File: config.mk
export PLATFORM = sky130hd
export DESIGN_NAME = uart_int_ident
export DESIGN_NICKNAME = d
export VERILOG_FILES = /design/src/rtl/uart_int_pkg.sv /design/src/rtl/uart_int_flags.sv /design/src/rtl/uart_int_prio.sv /design/src/rtl/uart_int_ident.sv
export SDC_FILE = /design/constraint.sdc
export NUM_CORES = 1
export LEC_CHECK = 0
export ABC_CLOCK_PERIOD_IN_PS = 1250
export BUFFER_PORTS_ARGS = -buffer_cell sky130_fd_sc_hd__buf_2
export CORE_MARGIN = 10
export CORE_UTILIZATION = 39
export CTS_CLUSTER_DIAMETER = 80
export DETAILED_ROUTE_END_ITERATION = 6
export PLACE_DENSITY = 0.77
export SLEW_MARGIN = 20
export SYNTH_ARGS = -nofsm -noshare
export SYNTH_HDL_FRONTEND = slang
export SYNTH_SLANG_ARGS = --single-unit
File: constraint.sdc
create_clock -name clk -period 1.25 [get_ports clk]
set_input_delay 0 -clock clk [delete_from_list [all_inputs] [get_ports clk]]
set_output_delay 0 -clock clk [all_outputs]
set_load 0.02 [all_outputs]
File: src/rtl/uart_int_pkg.sv
package uart_int_pkg;

   localparam int NSRC = 4;

   // index values equal the enable-register bit of each cause
   typedef enum logic [1:0] {
      SRC_RXD   = 2'd0,
      SRC_THRE  = 2'd1,
      SRC_LINE  = 2'd2,
      SRC_MODEM = 2'd3
   } src_e;

   // rank 0 is the most urgent cause
   function automatic src_e rank_src(input int rank);
      case (rank)
         0:       return SRC_LINE;
         1:       return SRC_RXD;
         2:       return SRC_THRE;
         default: return SRC_MODEM;
      endcase
   endfunction

   // cause code placed in bits 3:1 of the identification byte
   function automatic logic [2:0] id_code(input src_e s);
      case (s)
         SRC_LINE:  return 3'b011;
         SRC_RXD:   return 3'b010;
         SRC_THRE:  return 3'b001;
         default:   return 3'b000;
      endcase
   endfunction

endpackage

File: src/rtl/uart_int_flags.sv
module uart_int_flags #(
   parameter int W = 4
) (
   input  logic         clk,
   input  logic         rst_n,
   input  logic [W-1:0] set_i,
   input  logic [W-1:0] clr_i,
   output logic [W-1:0] q_o
);

   if (W < 1) begin : g_bad_w
      $error("uart_int_flags: W must be at least 1");
   end

   for (genvar i = 0; i < W; i++) begin : g_bit
      always_ff @(posedge clk) begin
         if (!rst_n)
            q_o[i] <= 1'b0;
         else if (set_i[i])
            q_o[i] <= 1'b1;          // a new event beats a clearing read
         else if (clr_i[i])
            q_o[i] <= 1'b0;
      end
   end

   a_r11_set_wins : assert property (@(posedge clk) disable iff (!rst_n)
      (|set_i) |=> ((q_o & $past(set_i)) == $past(set_i)));

endmodule

File: src/rtl/uart_int_prio.sv
module uart_int_prio
   import uart_int_pkg::*;
(
   input  logic [NSRC-1:0] req_i,
   output logic            hit_o,
   output src_e            win_o
);

   always_comb begin
      hit_o = 1'b0;
      win_o = SRC_MODEM;
      for (int r = NSRC - 1; r >= 0; r--) begin
         if (req_i[int'(rank_src(r))]) begin
            hit_o = 1'b1;
            win_o = rank_src(r);
         end
      end
   end

   always_comb begin
      if (req_i[SRC_LINE])
         a_r1_line_first : assert (hit_o && win_o == SRC_LINE);
      if (hit_o && win_o == SRC_MODEM)
         a_r1_modem_last : assert (req_i[2:0] == 3'b000);
      a_r2_hit_any : assert (hit_o == (|req_i));
   end

endmodule

File: src/rtl/uart_int_ident.sv
module uart_int_ident
   import uart_int_pkg::*;
#(
   parameter int REG_W         = 8,
   parameter int ERR_W         = 4,
   parameter int DLT_W         = 4,
   parameter bit FIFO_CAPABLE  = 1'b1
) (
   input  logic             clk,
   input  logic             rst_n,
   input  logic             ier_we,
   input  logic [REG_W-1:0] ier_wdata,
   output logic [NSRC-1:0]  ier_q,
   input  logic             fifo_en,
   input  logic             out2,
   input  logic [ERR_W-1:0] line_err_set,
   input  logic             rx_ready_set,
   input  logic             rx_drained,
   input  logic             thr_empty_set,
   input  logic [DLT_W-1:0] modem_delta_set,
   input  logic             rd_rbr,
   input  logic             rd_iir,
   input  logic             rd_lsr,
   input  logic             rd_msr,
   output logic [REG_W-1:0] iir,
   output logic             irq,
   output logic [ERR_W-1:0] lsr_err,
   output logic [DLT_W-1:0] msr_delta
);

   localparam int PAD_W = REG_W - 6;

   if (REG_W < 8) begin : g_bad_reg
      $error("uart_int_ident: REG_W must be at least 8");
   end
   if (NSRC > REG_W) begin : g_bad_src
      $error("uart_int_ident: enable mask wider than register");
   end

   // ---------------- enable mask ----------------
   always_ff @(posedge clk) begin
      if (!rst_n)
         ier_q <= '0;
      else if (ier_we)
         ier_q <= ier_wdata[NSRC-1:0];
   end

   a_r9_ier_low_bits : assert property (@(posedge clk) disable iff (!rst_n)
      ier_we |=> ier_q == $past(ier_wdata[NSRC-1:0]));

   // ---------------- priority ----------------
   logic [NSRC-1:0] pend;
   logic [NSRC-1:0] active;
   logic            hit;
   src_e            win;

   assign active = pend & ier_q;

   uart_int_prio u_prio (
      .req_i (active),
      .hit_o (hit),
      .win_o (win)
   );

   // ---------------- pending flags ----------------
   logic [NSRC-1:0] src_set;
   logic [NSRC-1:0] src_clr;
   logic            thre_shown;

   assign thre_shown = hit && (win == SRC_THRE);

   always_comb begin
      src_set             = '0;
      src_set[SRC_RXD]    = rx_ready_set;
      src_set[SRC_THRE]   = thr_empty_set;
      src_set[SRC_LINE]   = |line_err_set;
      src_set[SRC_MODEM]  = |modem_delta_set;
      src_clr             = '0;
      src_clr[SRC_RXD]    = rd_rbr && rx_drained;
      src_clr[SRC_THRE]   = rd_iir && thre_shown;
      src_clr[SRC_LINE]   = rd_lsr;
      src_clr[SRC_MODEM]  = rd_msr;
   end

   uart_int_flags #(.W(NSRC)) u_pend (
      .clk   (clk),
      .rst_n (rst_n),
      .set_i (src_set),
      .clr_i (src_clr),
      .q_o   (pend)
   );

   // ---------------- sticky status bits ----------------
   uart_int_flags #(.W(ERR_W)) u_err (
      .clk   (clk),
      .rst_n (rst_n),
      .set_i (line_err_set),
      .clr_i ({ERR_W{rd_lsr}}),
      .q_o   (lsr_err)
   );

   uart_int_flags #(.W(DLT_W)) u_dlt (
      .clk   (clk),
      .rst_n (rst_n),
      .set_i (modem_delta_set),
      .clr_i ({DLT_W{rd_msr}}),
      .q_o   (msr_delta)
   );

   // ---------------- identification byte ----------------
   logic [1:0] top_bits;
   logic [3:0] low_nib;

   if (FIFO_CAPABLE) begin : g_fifo
      assign top_bits = fifo_en ? 2'b11 : 2'b00;
   end else begin : g_nofifo
      assign top_bits = 2'b00;
   end

   assign low_nib = hit ? {id_code(win), 1'b0} : 4'b0001;
   assign iir     = {top_bits, {PAD_W{1'b0}}, low_nib};
   assign irq     = hit && out2;

   a_r4_irq_gated : assert property (@(posedge clk) disable iff (!rst_n)
      irq |-> (out2 && (|(pend & ier_q))));

   a_r5_thre_read : assert property (@(posedge clk) disable iff (!rst_n)
      (rd_iir && iir[3:0] == 4'h2 && !thr_empty_set) |=> !pend[SRC_THRE]);

   a_r5_thre_keep : assert property (@(posedge clk) disable iff (!rst_n)
      (rd_iir && iir[3:0] != 4'h2 && pend[SRC_THRE]) |=> pend[SRC_THRE]);

   a_r6_lsr_clear : assert property (@(posedge clk) disable iff (!rst_n)
      (rd_lsr && line_err_set == '0) |=> (lsr_err == '0 && !pend[SRC_LINE]));

   a_r7_msr_clear : assert property (@(posedge clk) disable iff (!rst_n)
      (rd_msr && modem_delta_set == '0) |=> (msr_delta == '0 && !pend[SRC_MODEM]));

   a_r8_rx_keep : assert property (@(posedge clk) disable iff (!rst_n)
      (rd_rbr && !rx_drained && pend[SRC_RXD]) |=> pend[SRC_RXD]);

   a_r2_none_code : assert property (@(posedge clk) disable iff (!rst_n)
      ((pend & ier_q) == '0) |-> (iir[3:0] == 4'h1 && !irq));

endmodule

==> impl_results.md, run 1 <==
- Status: complete, but fails checks
- Failing checks: negative setup slack
- Clock share of power: 23.9%
- Slowest CP cell: dfxtp_2
- Critical Path Fanout Max: 4
- GRT Util Overall: 10.0%
- Hold Path Depth: 0
- Vias post-DR: 649
- WL final: 1.89 mm
- Mapped Area: 696 um^2
- Leakage: 0.510 nW
- Number of global-route vias before repair: 709
- DRC: 0
- DR WL/cell: 13.0 um
- Startpoint Class: flip-flop
- DP Worst Slack: 90.9 ps
- Top achievable clock speed: 0.725 GHz
- Hold-critical path endpoint: iir[7]
- PnR Total Power: 1.08 mW
- Worst-path clk slew: 80 ps
- Die H: 62.2 um
- Final setup vio count: 3
- Skew final: 7.39 ps
- Met1 usage: 10.0%
- Post-synthesis cell type count: 20
- Die width: 62.2 um
- Post-layout min period: 1380 ps
- Worst vdd ir: 0.824 mV
- CTS root buffer: clkbuf_4
- Die ar.: 3870 um^2
- RSZ-0062 raised after global routing: yes
- Grt ovf: 0
- Worst Hold Launch: fifo_en
- Post-synthesis register bit count: 16
- Rows: 15
- Iter 0 DRT Violations: 9
- # diodes: 0
- IO Count: 49
- Routability congestion estimate: 0.752
- Share of layout cells above drive strength 1: 42.5%
- Internal power: 787 uW
- PD cells: 1010 nW/um^2
- Via/cell ratio: 4.48
- Post-Syn Area per Cell: 10.4 um^2
- Crit Path Class: reg -> out
- Final ANT Viol Nets: 0
- GR Util met3: 6.63%
- Max_cap viols: 0
- R2R setup slack: 110 ps
- # placed instances: 127
- R2R Path End: u_pend.q_o[1]$_SDFFE_PN0P_
- Synth Instances: 67
- Sequential-to-total area share from yosys stat: 46.0%
- Switch share: 27.2%
- TritonRoute pass-1 iters: 2
- H-tree Lvls: 1
- Crit share post-route: 110%
- Sink Count: 16
- Initial Utilization: 40.7%
- Synth warnings: 0
- CP endpoint kind: primary output
- Detailed Place HPWL: 1.46 mm
- Worst EP required: 1250 ps
- Final cell count without fillers: 145
- WP data arrival: 1380 ps
- Antenna violations before repair: 0
- Core area: 1710 um^2
- R2r startpoint: u_pend.q_o[0]$_SDFFE_PN0P_
- GR peak layer: met2
- CP peak stage delay: 340 ps
- Combinational power share: 23.7%
- Total CTS buffers: 3
- CP delay by family, top: compound AO/OA/AOI/OAI gates
- Reg power frac: 52.4%
- Final Hold Fails: 0
- Critical path buffers and inverters: 2
- IO Port Bufs: 38
- Worst R2R Path Depth: 4
- CTS tree: yes
- Clock Latency Late Sink: 280 ps
- Critical-path cell list: a22oi_2, inv_2, a221oi_4, nor2b_1, buf_4
- Final worst setup slack: -129 ps
- Layout area overhead: 54.0%
- Largest net degree at the start of global routing: 17
- Net Sw Power: 294 uW
- Hold Path Class: in -> out
- Clk buf depth: 2
- Layout Nets: 151
- First-pass GRT wire length: 3.21 mm
- Met2 usage: 15.8%
- Slew Viols, Final: 0
[cell families (layout without fill, tap and decap cells)]
logic type	Yosys count	in the layout	synth area share, %
adder cells (fa/ha/maj)	1	1	1.80
flip-flops	16	16	46.0
AO/OA/AOI/OAI	16	16	20.5
AND/OR/NAND/NOR	21	21	18.3
multiplexers	4	4	5.76
other	1	3	0.539
buffers and inverters	8	59	7.01
[through the flow]
stage                     hold slack [ps]  utilization [%]  TNS [ps]  area [um^2]
after floorplan                       113                -     -50.4          706
after global placement              0.211             52.5         0          897
after detailed placement            0.211             52.5         0          897
after CTS                           0.211             62.7      -426         1070
after global routing                0.181             62.7      -642         1070
final                              0.0626             62.7      -360         1070
[worst reg2reg max path: stages (launching register included)]
cell      delay [ps]
dfxtp_2          340
a22oi_2          220
inv_2             80
a221oi_4         230
o221a_1          230
[metal layers]
| layer | up-vias | routed length, um |
|---|---|---|
| li1 | 328 | - |
| met4 | 0 | 15 |
| met3 | 3 | 258 |
| met1 | 285 | 736 |
| met5 | - | 0 |
| met2 | 33 | 876 |
[power by group through the flow]
stage | clock network [mW] | registers [mW] | logic [mW]
2_1_floorplan | 0 | 0.608 | 0.109
3_3_place_gp | 0 | 0.575 | 0.215
3_5_place_dp | 0 | 0.577 | 0.220
4_1_cts | 0.269 | 0.566 | 0.259
5_1_grt | 0.290 | 0.570 | 0.281
6_report | 0.258 | 0.566 | 0.256
[worst max-delay path by stage]
stage | start | end | depth (start not counted) | slack [ps]
detailed placement | u_pend.q_o[0]$_SDFFE_PN0P_ | u_pend.q_o[1]$_SDFFE_PN0P_ | 5 | 90
global placement | u_pend.q_o[0]$_SDFFE_PN0P_ | u_pend.q_o[1]$_SDFFE_PN0P_ | 5 | 110
CTS | u_pend.q_o[0]$_SDFFE_PN0P_ | iir[1] | 5 | -150
floorplan | ier_q[0]$_SDFFE_PN0P_ | u_pend.q_o[1]$_SDFFE_PN0P_ | 4 | -40
finish | u_pend.q_o[0]$_SDFFE_PN0P_ | irq | 5 | -130
global route | u_pend.q_o[0]$_SDFFE_PN0P_ | irq | 5 | -220
[layout make-up]
type | count | area (um^2)
sequential | 16 | 324
tap | 25 | 31.3
fill | 141 | 637
multi-input combinational | 45 | 334
inverter | 1 | 3.75
timing repair buffer | 55 | 355
clock buffer | 3 | 22.5
[cell usage in the layout (no fill, tap or decap), types with 2 or more instances in the layout]
cell type and count:
buf_2 36, buf_4 6, mux2i_1 4, nor2b_1 14, clkbuf_4 3, a21boi_0 2, o21a_1 8, dlygate4sd3_1 13
a21oi_1 2, dfxtp_1 13, conb_1 3, nor4_1 2, nand2b_1 2, dfxtp_2 3
[flip-flops by register name (all words and copies together) (netlist names)]
| name | flops |
|---|---|
| u_err.q_o | 4 |
| ier_q | 4 |
| u_dlt.q_o | 4 |
| u_pend.q_o | 4 |
[synthesized netlist by cell type, drive strengths merged]
master	number	share of area (%)
clkbuf	2	1.1
nor4	2	1.8
a21boi	2	2.2
a22oi	2	2.9
mux2i	4	5.8
buf	5	5.4
inv	1	0.54
a221oi	1	3.8
o221a	1	1.6
nand2	1	0.54
nor2b	14	13
ha	1	1.8
nand2b	2	1.8
nand3b	1	1.1
nor2	1	0.54
a21oi	2	1.4
o21a	8	8.6
dfxtp	16	46
conb	1	0.54
[what timing repair did]
action	in CTS	in global routing
setup buffers	2	0
hold endpoints to repair	13	0
pin swaps	1	0
hold buffers	13	0
gates resized for setup	3	0
gates cloned	0	0
setup endpoints to repair	3	4
(Power assumes the default switching activity.)
==> run 2, diff against run 1 <==
- CORE_MARGIN: 10 -> default
- CTS_BUF_LIST: default -> sky130_fd_sc_hd__clkbuf_16
==> run 2 against run 1 <==
Effect of this change:
- the run still ends with negative setup slack left
- largest power group is now the clock network
- clock power rose by 130%
- clock skew down 5.2 ps
- critical endpoint is now iir[1]
- sequential share of layout area rose by 0.17 points
- die area is 49% lower
- cell area down 0.93%
- total power grew 31%
==> impl_results.md, run 2 (synthesis results as in run 1) <==
- Status: complete, but fails checks (unchanged)
- Failing checks: negative setup slack (unchanged)
- Final worst setup slack: -97.3 ps (was -129 ps)
- # placed instances: 118 (was 127)
- Leakage: 0.511 nW (was 0.510 nW)
- Die width: 44.2 um (was 62.2 um)
- Layout Nets: 146 (was 151)
- Commonest non-fill, non-tap cells in the layout: buf_2 (37), nor2b_1 (14), dfxtp_1 (14), dlygate4sd3_1 (9), o21a_1 (8) (was buf_2 (36), nor2b_1 (14), dlygate4sd3_1 (13), dfxtp_1 (13), o21a_1 (8))
- Worst vdd ir: 0.832 mV (was 0.824 mV)
- Startpoint Class: flip-flop (unchanged)
- Detailed Place HPWL: 1.06 mm (was 1.46 mm)
- Crit Path Class: reg -> out (unchanged)
- Iter 0 DRT Violations: 6 (was 9)
- PD cells: 1330 nW/um^2 (was 1010 nW/um^2)
- Commonest non-fill, non-tap cell in the layout: buf_2 (unchanged)
- R2r startpoint: u_pend.q_o[0]$_SDFFE_PN0P_ (unchanged)
- Layout area overhead: 52.5% (was 54.0%)
- CP endpoint kind: primary output (unchanged)
- Largest net degree at the start of global routing: 17 (unchanged)
- Worst EP required: 1250 ps (about the same)
- CTS tree: yes (unchanged)
- Clock Latency Late Sink: 240 ps (was 280 ps)
- RSZ-0062 raised after global routing: yes (unchanged)
- Sink Count: 16 (unchanged)
- DRC: 0 (unchanged)
- Reg power frac: 40.2% (was 52.4%)
- Number of global-route vias before repair: 633 (was 709)
- Setup crit start: ier_q[0]$_SDFFE_PN0P_ (was u_pend.q_o[0]$_SDFFE_PN0P_)
- Vias post-DR: 628 (was 649)
- Clock share of power: 42.8% (was 23.9%)
- Routability congestion estimate: 0.721 (was 0.752)
- Worst Hold Launch: fifo_en (unchanged)
- Worst R2R Path Depth: 5 (was 4)
- Clk buf depth: 2 (unchanged)
- CTS root buffer: clkbuf_16 (was clkbuf_4)
- R2R setup slack: 100 ps (was 110 ps)
- Worst-path clk slew: 50 ps (was 80 ps)
- Die H: 44.2 um (was 62.2 um)
- Initial Utilization: 44.1% (was 40.7%)
- Rows: 14 (was 15)
- R2R Path End: u_pend.q_o[1]$_SDFFE_PN0P_ (unchanged)
- WL final: 1.52 mm (was 1.89 mm)
- Final cell count without fillers: 131 (was 145)
- IO Port Bufs: 38 (unchanged)
- Final Hold Fails: 0 (unchanged)
- Net Sw Power: 328 uW (was 294 uW)
- Critical Path End: iir[1] (was irq)
- GRT Util Overall: 17.4% (was 10.0%)
- Internal power: 1.08 mW (was 787 uW)
- Max_cap viols: 0 (unchanged)
- DR WL/cell: 11.6 um (was 13.0 um)
- # diodes: 0 (unchanged)
- Via/cell ratio: 4.79 (was 4.48)
- Top achievable clock speed: 0.742 GHz (was 0.725 GHz)
- Final ANT Viol Nets: 0 (unchanged)
- WP data arrival: 1350 ps (was 1380 ps)
- Combinational power share: 17.0% (was 23.7%)
- Grt ovf: 0 (unchanged)
- IO Count: 49 (unchanged)
- Crit share post-route: 108% (was 110%)
- Post-layout min period: 1350 ps (was 1380 ps)
- Die ar.: 1960 um^2 (was 3870 um^2)
- TritonRoute pass-1 iters: 5 (was 2)
- Share of layout cells above drive strength 1: 42.6% (was 42.5%)
- H-tree Lvls: 1 (unchanged)
- Core area: 1580 um^2 (was 1710 um^2)
- Antenna violations before repair: 0 (unchanged)
- Critical Path Fanout Max: 4 (unchanged)
- Slew Viols, Final: 0 (unchanged)
- Total CTS buffers: 3 (unchanged)
- Skew final: 2.19 ps (was 7.39 ps)
- Hold Path Class: in -> out (unchanged)
- First-pass GRT wire length: 2.46 mm (was 3.21 mm)
- Switch share: 23.2% (was 27.2%)
- Final Util: 67.3% (was 62.7%)
- Final setup vio count: 3 (unchanged)
[run 2: cell types whose count changed in the layout (fill, tap and decap cells not counted), sizes merged]
cell	change
dlygate4sd3	-4
buf	-1
[run 2: area by class of cell]
type	count	area [um^2]
clock buffers	3	75.1
fillers	132	515
inverters	1	3.75
multi-input cells	45	334
flip-flops and latches	16	323
well taps	16	20.0
repair buffers	50	305
[run 2: routing by layer]
metal	vias up	track usage (%)	part of all wire (%)
li1	319	-	-
met4	0	9.09	1.6
met2	33	31.2	47
met1	272	19.1	44
met5	-	0	0
met3	4	3.67	7.1
[run 2: critical path: stages, from the launching register on]
cell      delay, ps
dfxtp_2         330
a22oi_2         220
inv_2            80
a221oi_4        230
nor2_1           90
buf_4           160
[run 2: per-stage QoR]
step / power (mW) / hold WS [ps] / instance area (um^2) / setup WS [ps] / TNS [ps]
2_1_floorplan: 0.718 / 113 / 706 / -38.1 / -50.4
3_3_place_gp: 0.787 / 0.520 / 886 / 109 / 0
3_5_place_dp: 0.792 / 0.520 / 886 / 88.0 / 0
4_1_cts: 1.42 / 0.520 / 1060 / -118 / -299
5_1_grt: 1.46 / 0.150 / 1060 / -188 / -501
6_report: 1.41 / 0.271 / 1060 / -97.3 / -245
[run 2: worst min-delay path by stage]
stage          cells past startpoint     end  slack [ps]
2_1_floorplan                      1  iir[6]         110
3_3_place_gp                       0  iir[7]         0.5
3_5_place_dp                       0  iir[7]         0.5
4_1_cts                            0  iir[7]         0.5
5_1_grt                            0  iir[7]         0.2
6_report                           0  iir[7]         0.3
[run 2: what timing repair did]
action / in CTS / in global routing
setup endpoints to repair: 3 / 3
endpoints found under the hold margin: 9 / 0
gates resized for setup: 1 / 0
pin swaps: 2 / 0
hold buffers: 9 / 0
setup buffers: 1 / 0
[run 2: power by group through the flow]
stage                     clock [mW]  combinational, mW  sequential [mW]
after floorplan                    0              0.109            0.608
after global routing           0.632              0.259            0.571
final                          0.605              0.241            0.567
after detailed placement           0              0.215            0.577
after CTS                      0.615              0.241            0.567
after global placement             0              0.211            0.575
==> run 3, diff against run 2 <==
==> constraint.sdc (replaced) <==
create_clock -name clk -period 1.25 [get_ports clk]
set_input_delay 0 -clock clk [delete_from_list [all_inputs] [get_ports clk]]
set_output_delay 0 -clock clk [all_outputs]
set_load 0.01 [all_outputs]
==> run 3 against run 2 <==
Effect of this change:
- total power is 0.89% lower
- cell area is 2.0% higher
- largest cell class unchanged
- hold slack is essentially flat
- wire length is 3.9% higher
- non-clock buffer count grew 2
- combinational power is 10% lower
- the flow still finishes with violations (negative setup slack)
- die area stayed put
- via count grew 1.4%
- register-to-register slack worse by 20 ps
- clock skew shrank 1.0 ps
==> impl_results.md, run 3 (synthesis results as in run 1) <==
- Largest net degree at the start of global routing: 17 (unchanged)
- Initial Utilization: 44.1% (unchanged)
- Worst R2R Path Depth: 4 (was 5)
- Top achievable clock speed: 0.755 GHz (was 0.742 GHz)
- Hold Path Class: in -> out (unchanged)
- Worst-path clk slew: 50 ps (about the same)
- Die H: 44.2 um (unchanged)
- GRT Util Overall: 18.5% (was 17.4%)
- # placed instances: 118 (unchanged)
- Clock Latency Late Sink: 250 ps (was 240 ps)
- # diodes: 0 (unchanged)
- Final ANT Viol Nets: 0 (unchanged)
- CP endpoint kind: primary output (unchanged)
- Share of layout cells above drive strength 1: 45.3% (was 42.6%)
- Skew final: 1.17 ps (was 2.19 ps)
- Critical Path End: iir[1] (unchanged)
- Final worst setup slack: -74.0 ps (was -97.3 ps)
- Final Hold Fails: 0 (unchanged)
- Worst EP required: 1250 ps (about the same)
- Setup crit start: ier_q[0]$_SDFFE_PN0P_ (unchanged)
- Startpoint Class: flip-flop (unchanged)
- Final setup vio count: 4 (was 3)
- DRC: 0 (unchanged)
- R2R Path End: u_pend.q_o[1]$_SDFFE_PN0P_ (unchanged)
- Routed met3 length: 131 um (was 108 um)
- Iter 0 DRT Violations: 5 (was 6)
- Crit Path Class: reg -> out (unchanged)
- R2r startpoint: ier_q[0]$_SDFFE_PN0P_ (was u_pend.q_o[0]$_SDFFE_PN0P_)
- Crit share post-route: 106% (was 108%)
- TritonRoute pass-1 iters: 6 (was 5)
- WP data arrival: 1320 ps (was 1350 ps)
- Fillers: 126 (was 132)
- Commonest non-fill, non-tap cell in the layout: buf_2 (unchanged)
- Leakage: 0.521 nW (was 0.511 nW)
- Placed Instance Area: 883 um^2 (was 886 um^2)
- Rows: 14 (unchanged)
- Final Instance Area: 1080 um^2 (was 1060 um^2)
- Routability congestion estimate: 0.675 (was 0.721)
- Worst vdd ir: 1.59 mV (was 0.832 mV)
- Register area: 323 um^2 (unchanged)
- Grt ovf: 0 (unchanged)
- Commonest non-fill, non-tap cells in the layout: buf_2 (38), nor2b_1 (14), dfxtp_1 (14), dlygate4sd3_1 (9), o21a_1 (8) (was buf_2 (37), nor2b_1 (14), dfxtp_1 (14), dlygate4sd3_1 (9), o21a_1 (8))
- Final cell count without fillers: 133 (was 131)
- Hold Path Depth: 0 (unchanged)
- CTS root buffer: clkbuf_16 (unchanged)
- DP Worst Slack: 52.3 ps (was 88.0 ps)
- Met2 wire length: 732 um (was 709 um)
- R2R setup slack: 80 ps (was 100 ps)
- Antenna violations before repair: 0 (unchanged)
- H-tree Lvls: 1 (unchanged)
- Layout area overhead: 55.6% (was 52.5%)
- DR WL/cell: 11.8 um (was 11.6 um)
- Number of global-route vias before repair: 617 (was 633)
- Core area: 1580 um^2 (unchanged)
- Slew Viols, Final: 0 (unchanged)
- First-pass GRT wire length: 2.56 mm (was 2.46 mm)
- PD cells: 1290 nW/um^2 (was 1330 nW/um^2)
- Layout Nets: 148 (was 146)
- Die ar.: 1960 um^2 (unchanged)
- CTS tree: yes (unchanged)
- Metal-1 WL: 694 um (was 674 um)
- DR top layer: met4 (unchanged)
- Die width: 44.2 um (unchanged)
- Area of the multi-input gates: 343 um^2 (was 334 um^2)
- Via/cell ratio: 4.79 (about the same)
- IO Port Bufs: 38 (unchanged)
- Detailed Place HPWL: 1.08 mm (was 1.06 mm)
- Sink Count: 16 (unchanged)
- Post-layout min period: 1320 ps (was 1350 ps)
- Failing checks: negative setup slack (unchanged)
- WL final: 1.58 mm (was 1.52 mm)
- Clk buf depth: 2 (unchanged)
- Total CTS buffers: 3 (unchanged)
- RSZ-0062 raised after global routing: yes (unchanged)
- Max_cap viols: 0 (unchanged)
- Critical Path Fanout Max: 4 (unchanged)
- IO Count: 49 (unchanged)
- Vias post-DR: 637 (was 628)
- Status: complete, but fails checks (unchanged)
- PnR Total Power: 1.40 mW (was 1.41 mW)
-- run 3: cell types whose count changed in the layout (fill, tap and decap cells not counted) --
cell | before | now
a22oi_1 | 1 | 0
a21oi_2 | 0 | 1
buf_4 | 4 | 5
a21oi_1 | 2 | 1
buf_2 | 37 | 38
a22oi_2 | 1 | 2
-- run 3: metal layers --
metal  vias up  GRT usage, %
li1        325             -
met1       277          20.1
met2        32          32.4
met3         3          7.76
met4         0          6.06
met5         -             0
-- run 3: worst min path at each step --
stage	startpoint	to	slack, ps
global placement	fifo_en	iir[7]	0.2
global route	fifo_en	iir[7]	0.03
detailed placement	fifo_en	iir[7]	0.2
finish	fifo_en	iir[7]	0.008
floorplan	fifo_en	iir[6]	90
CTS	fifo_en	iir[7]	0.2
-- run 3: what timing repair did --
item | CTS | global route
endpoints found under the hold margin | 8 | 1
buffers inserted | 2 | 1
endpoints found under the setup margin | 3 | 3
resized for setup | 4 | 0
hold buffers | 8 | 1
pin swaps | 1 | 2
-- run 3: power by group --
part	switching, mW	internal, mW
Sequential	0.0234	0.546
Clock	0.195	0.420
Combinational	0.0924	0.124
-- run 3: critical path, stage by stage (launching register included) --
cell and delay, ps:
dfxtp_2 330, a22oi_2 220, inv_2 80, a221oi_4 230
nor2_1 80, buf_2 140
-- run 3: area by class of cell --
class	count	share of cell area (%)
well taps	16	1.85
clock buffers	3	6.94
inverters	1	0.347
repair buffers	52	29.4
multi-input cells	45	31.7
flip-flops and latches	16	29.8
-- run 3: through the flow --
stage / hold slack [ps] / util [%] / setup TNS, ps
3_3_place_gp: 0.183 / 56.0 / 0
5_1_grt: 0.0342 / 68.7 / -492
3_5_place_dp: 0.183 / 56.0 / 0
2_1_floorplan: 91.8 / - / 0
6_report: 0.00771 / 68.7 / -187
4_1_cts: 0.183 / 67.5 / -197
